$ cat config.mk
export PLATFORM = sky130hd
export DESIGN_NAME = spi_mode3_master
export DESIGN_NICKNAME = d
export VERILOG_FILES = /design/src/rtl/spim_pkg.sv /design/src/rtl/spim_ctrl.sv /design/src/rtl/spim_datapath.sv /design/src/rtl/spi_mode3_master.sv
export SDC_FILE = /design/constraint.sdc
export NUM_CORES = 1
export LEC_CHECK = 0
export BUFFER_PORTS_ARGS = -buffer_cell sky130_fd_sc_hd__clkbuf_2
export CAP_MARGIN = 20
export CORE_ASPECT_RATIO = 0.9
export CORE_MARGIN = 5
export CORE_UTILIZATION = 60
export CTS_CLUSTER_SIZE = 12
export DETAILED_ROUTE_END_ITERATION = 10
export PLACE_DENSITY = 0.86
export SYNTH_ARGS = -nofsm -noshare
export SYNTH_HDL_FRONTEND = slang
export SYNTH_SLANG_ARGS = --single-unit
$ cat constraint.sdc
create_clock -name clk -period 2.6 [get_ports clk]
set_input_delay 0.39 -clock clk [delete_from_list [all_inputs] [get_ports clk]]
set_output_delay 0.39 -clock clk [all_outputs]
set_load 0.005 [all_outputs]
$ cat src/rtl/spim_pkg.sv
package spim_pkg;
  typedef enum logic [2:0] {
    ST_IDLE, ST_CSLEAD, ST_LOW, ST_HIGH, ST_CSTAIL
  } spimState_t;

  typedef struct packed {
    logic load;     // capture the outgoing word
    logic useInit;  // load the setup word instead of txWord
    logic csOn;     // pull select low
    logic fall;     // drive serial clock low, present next bit
    logic rise;     // drive serial clock high, capture input bit
    logic finish;   // release select, publish received word
  } spimStrobe_t;
endpackage

$ cat src/rtl/spim_ctrl.sv
module spim_ctrl
  import spim_pkg::*;
#(
  parameter int DATA_W   = 32,
  parameter int HALF_DIV = 5
) (
  input  logic        clk,
  input  logic        rstN,
  input  logic        start,
  output spimStrobe_t strobe,
  output logic        busy
);
  localparam int CNT_W = $clog2(HALF_DIV + 1);
  localparam int BIT_W = $clog2(DATA_W + 1);

  spimState_t state, nextState;
  logic [CNT_W-1:0] halfCnt;
  logic [BIT_W-1:0] bitCnt;
  logic             initPending;
  logic             halfDone;

  assign halfDone = (halfCnt == CNT_W'(HALF_DIV - 1));

  always_comb begin
    nextState = state;
    strobe    = '0;
    case (state)
      ST_IDLE: begin
        if (initPending || start) begin
          strobe.load    = 1'b1;
          strobe.useInit = initPending;
          strobe.csOn    = 1'b1;
          nextState      = ST_CSLEAD;
        end
      end
      ST_CSLEAD: begin
        if (halfDone) begin
          strobe.fall = 1'b1;
          nextState   = ST_LOW;
        end
      end
      ST_LOW: begin
        if (halfDone) begin
          strobe.rise = 1'b1;
          nextState   = ST_HIGH;
        end
      end
      ST_HIGH: begin
        if (halfDone) begin
          if (bitCnt == BIT_W'(DATA_W)) begin
            nextState = ST_CSTAIL;
          end else begin
            strobe.fall = 1'b1;
            nextState   = ST_LOW;
          end
        end
      end
      ST_CSTAIL: begin
        if (halfDone) begin
          strobe.finish = 1'b1;
          nextState     = ST_IDLE;
        end
      end
      default: nextState = ST_IDLE;
    endcase
  end

  always_ff @(posedge clk) begin
    if (!rstN) begin
      state       <= ST_IDLE;
      halfCnt     <= '0;
      bitCnt      <= '0;
      initPending <= 1'b1;
    end else begin
      state <= nextState;
      if (state == ST_IDLE || nextState != state) halfCnt <= '0;
      else                                        halfCnt <= halfCnt + 1'b1;
      if (strobe.load)      bitCnt <= '0;
      else if (strobe.rise) bitCnt <= bitCnt + 1'b1;
      if (strobe.load) initPending <= 1'b0;
    end
  end

  assign busy = (state != ST_IDLE) || initPending;
endmodule

$ cat src/rtl/spim_datapath.sv
module spim_datapath
  import spim_pkg::*;
#(
  parameter int          DATA_W    = 32,
  parameter logic [31:0] INIT_WORD = 32'h0
) (
  input  logic              clk,
  input  logic              rstN,
  input  spimStrobe_t       strobe,
  input  logic [DATA_W-1:0] txWord,
  input  logic              serialMiso,
  output logic [DATA_W-1:0] rxWord,
  output logic              done,
  output logic              serialClk,
  output logic              serialCsN,
  output logic              serialMosi
);
  logic [DATA_W-1:0] txShift;
  logic [DATA_W-1:0] rxShift;

  always_ff @(posedge clk) begin
    if (!rstN) begin
      txShift    <= '0;
      rxShift    <= '0;
      rxWord     <= '0;
      done       <= 1'b0;
      serialClk  <= 1'b1;
      serialCsN  <= 1'b1;
      serialMosi <= 1'b0;
    end else begin
      done <= 1'b0;
      if (strobe.load) txShift <= strobe.useInit ? INIT_WORD[DATA_W-1:0] : txWord;
      if (strobe.csOn) serialCsN <= 1'b0;
      if (strobe.fall) begin
        serialClk  <= 1'b0;
        serialMosi <= txShift[DATA_W-1];
        txShift    <= {txShift[DATA_W-2:0], 1'b0};
      end
      if (strobe.rise) begin
        serialClk <= 1'b1;
        rxShift   <= {rxShift[DATA_W-2:0], serialMiso};
      end
      if (strobe.finish) begin
        serialCsN <= 1'b1;
        rxWord    <= rxShift;
        done      <= 1'b1;
      end
    end
  end
endmodule

$ cat src/rtl/spi_mode3_master.sv
module spi_mode3_master
  import spim_pkg::*;
#(
  parameter int          DATA_W    = 32,
  parameter int          HALF_DIV  = 5,
  parameter logic [31:0] INIT_WORD = 32'h0
) (
  input  logic              clk,
  input  logic              rstN,
  input  logic              start,
  input  logic [DATA_W-1:0] txWord,
  output logic [DATA_W-1:0] rxWord,
  output logic              busy,
  output logic              done,
  output logic              serialClk,
  output logic              serialCsN,
  output logic              serialMosi,
  input  logic              serialMiso
);
  spimStrobe_t strobe;

  spim_ctrl #(.DATA_W(DATA_W), .HALF_DIV(HALF_DIV)) u_ctrl (
    .clk(clk), .rstN(rstN), .start(start), .strobe(strobe), .busy(busy)
  );

  spim_datapath #(.DATA_W(DATA_W), .INIT_WORD(INIT_WORD)) u_dp (
    .clk(clk), .rstN(rstN), .strobe(strobe), .txWord(txWord),
    .serialMiso(serialMiso), .rxWord(rxWord), .done(done),
    .serialClk(serialClk), .serialCsN(serialCsN), .serialMosi(serialMosi)
  );
endmodule

==> flow_metrics.env <==
export IMPL_cts_tree="built"
export IMPL_crit_path_end_kind="flop"
export IMPL_die_height_um=92.6
export IMPL_diodes=0
export IMPL_seq_area_frac_synth_pct=49.8
export IMPL_drv_cap=0
export IMPL_yosys_warnings=0
export IMPL_top_usage_layer="met2"
export IMPL_post_dp_cell_area_mm2=0.00489
export IMPL_clockBufferDepth=2
export IMPL_cts_root_buffer="clkbuf_8"
export IMPL_synth_edff_count=0
export IMPL_fin_skew_ns=0.00825
export IMPL_grt_max_degree=43
export IMPL_seqPwrFrac_pct=41.5
export IMPL_layout_min_cycle_time_ns=1.92
export IMPL_antenna_left=0
export IMPL_grt_use_total_pct=22.1
export IMPL_cts_buffers=17
export IMPL_synthArstFlopShare_pct=0
export IMPL_startpoint_type="flop"
export IMPL_rsz0062_at_grt="no"
export IMPL_ir_drop_mv=0.455
export IMPL_power_density_mw_per_mm2=777
export IMPL_io_buffers=72
export IMPL_final_cell_mix="nand2_1, dfxtp_1, clkbuf_2"
export IMPL_drt_first_pass_iters=5
export IMPL_tns_ns=0
export IMPL_pwr_share_comb_pct=3.8
export IMPL_netlist_area_leader_share_pct=49.8
export IMPL_power_leakage_nw=2.00
export IMPL_ys_flop_type="dfxtp_1"
export IMPL_syn_mean_instance_area_um2=8.76
export IMPL_drt_iter0_drc=302
export IMPL_final_common_cell="nand2_1"
export IMPL_cp_slowest_cell="o21a_2"
export IMPL_dieWidth_um=102
export IMPL_final_nets=618
export IMPL_drive_above_1_share_pct=20.1
export IMPL_vias=3837
export IMPL_setup_viol=0
export IMPL_fillers=503
export IMPL_status="completed"
export IMPL_required_ns=3.04
export IMPL_setup_worst_path_class="flop to flop"
export IMPL_synth_largest_area_cell="dfxtp_1"
export IMPL_dp_hpwl_mm=5.89
export IMPL_postCtsSetupBuffers=0
export IMPL_grt_pass1_wl_mm=16.6
export IMPL_slowest_delay_ns=0.57
export IMPL_place_congestion=0.772
export IMPL_clock_fmax_mhz=521
export IMPL_antenna_found_initial=0
export IMPL_clockPowerShare_pct=54.7
export IMPL_syn_inst=519
export IMPL_grt_util_met3_pct=6.25
export IMPL_ctsHoldBuffers=0
export IMPL_io_pins=73
export IMPL_swShare_pct=21.2
export IMPL_clock_latency_ns=0.51
export IMPL_die_area_mm2=0.00942
export IMPL_h_tree_depth=4
export IMPL_drc_errors=0
export IMPL_grt_pass1_vias=3633
export IMPL_synth_nets=559
export IMPL_crit_chain="inv_1, ha_1, and4b_1, o21a_2, a22oi_1, a21boi_1"
export IMPL_ys_types=33
export IMPL_syn_area_mm2=0.00455
export IMPL_cp_data_arrival_time_ns=2.36
export IMPL_cellInternalPower_mw=3.37
export IMPL_clkTransAtPathRegs_ns=0.06
export IMPL_wire_per_inst_um=14.5
export IMPL_relSlewSlack_pct=58.2
export IMPL_use_met2_pct=34.5
export IMPL_clock_sinks=113
export IMPL_power_total_mw=4.27
export IMPL_start_util_pct=60.9
export IMPL_switchingPower_uw=906
export IMPL_hold_class="input port to flop"
export IMPL_fin_crit_sh_pct=73.9
export IMPL_fin_area_mm2=0.00550
export IMPL_tightest_slew_ns=0.627
export IMPL_rows=30
export IMPL_cts_resized=0
export IMPL_finalHoldViolations=0
export IMPL_vias_per_cell=5.59
export IMPL_routed_wl_mm=9.95
export IMPL_synth_area_leaders="dfxtp_1, nand2_1, a21boi_0, a21boi_1, a22oi_1"
export IMPL_areaGrowthSynthToFinish_pct=21.0
export IMPL_slew_violations=0
export IMPL_grtUsageMet1_pct=28.2
export IMPL_synth_seq_cells=113
export IMPL_crit_fanout=32
export IMPL_grt_overflow=0
export IMPL_fp_coreArea_mm2=0.00747
power groups by stage:
stage / Combinational, mW / Clock (mW) / Sequential (mW)
final: 0.161 / 2.34 / 1.77
after global routing: 0.179 / 2.44 / 1.77
after detailed placement: 0.160 / 0 / 1.81
after CTS: 0.161 / 2.36 / 1.77
after floorplan: 0.109 / 0 / 1.80
after global placement: 0.155 / 0 / 1.81
path summary, 6_finish.rpt:
check / start / end / slack (ns) / cells after the start
max reg2reg: u_ctrl.halfCnt[0] / u_dp.txShift[30] / 0.68 / 6
min: serialMiso / u_dp.rxShift[0] / 0.12 / 3
max: u_ctrl.halfCnt[0] / u_dp.txShift[30] / 0.68 / 6
min reg2reg: u_ctrl.halfCnt[0] / u_ctrl.halfCnt[0] / 0.45 / 1
cell usage after synthesis (all sizes together), types with 2 or more instances:
library cell  number
a21oi              2
ha                 4
and2               3
nand4              2
nand3             38
nor2              10
inv                6
o21ai              4
nand2            145
nor3b              2
a22oi             31
clkbuf            16
buf               25
nor4               2
nor3               3
a21boi            98
dfxtp            113
xnor2              6
layout make-up:
type | instances | area (um2) | share of cell area (%)
clock inverters | 12 | 158 | 2.87
well taps | 96 | 120 | 2.18
inverters | 6 | 22.5 | 0.409
repair buffers | 81 | 440 | 8.01
clock buffers | 20 | 455 | 8.28
multi-input cells | 359 | 2040 | 37.1
flip-flops and latches | 113 | 2260 | 41.1
cells by family (layout without fill, tap and decap cells):
kind of cell / Yosys count / in the layout / share of synthesized area [%]
XOR/XNOR: 6 / 6 / 1.16
flip-flops: 113 / 113 / 49.8
buffers and inverters: 47 / 119 / 5.42
AND/OR/NAND/NOR: 212 / 212 / 20.0
AO/OA/AOI/OAI: 137 / 137 / 22.5
adder cells (fa/ha/maj): 4 / 4 / 1.10
critical path: cells and delay by family (launching register included):
kind	cells	cell delay (ns)
compound gates	3	0.91
flops	1	0.32
simple gates	1	0.32
fa+ha+maj	1	0.24
buf+inv	1	0.06
registers in the layout, summed over array words and instances, names as in the netlist:
name and count:
u_ctrl.initPending 1, u_dp.rxWord 32, u_dp.serialCsN 1, u_ctrl.bitCnt 6, u_dp.done 1, u_dp.rxShift 32
u_dp.serialClk 1, u_ctrl.state 3, u_dp.txShift 32, u_dp.serialMosi 1, u_ctrl.halfCnt 3
routing by layer:
| layer | part of all wire, % | wire (um) |
|---|---|---|
| met1 | 44 | 4410 |
| met2 | 49 | 4920 |
| met3 | 4.8 | 482 |
| met4 | 1.3 | 134 |
| met5 | 0 | 0 |
stage by stage:
stage                     std cells  utilization, %  hold slack [ns]  setup WS [ns]
final                           687            73.7            0.124          0.679
after global routing            687            73.7            0.146          0.484
after CTS                       687            73.7            0.107          0.682
after detailed placement        655            65.4            0.442          0.743
after global placement          655            65.4            0.430          0.813
after floorplan                 519               -            0.417           1.01
Note: power is estimated with default switching activity, not from simulation.
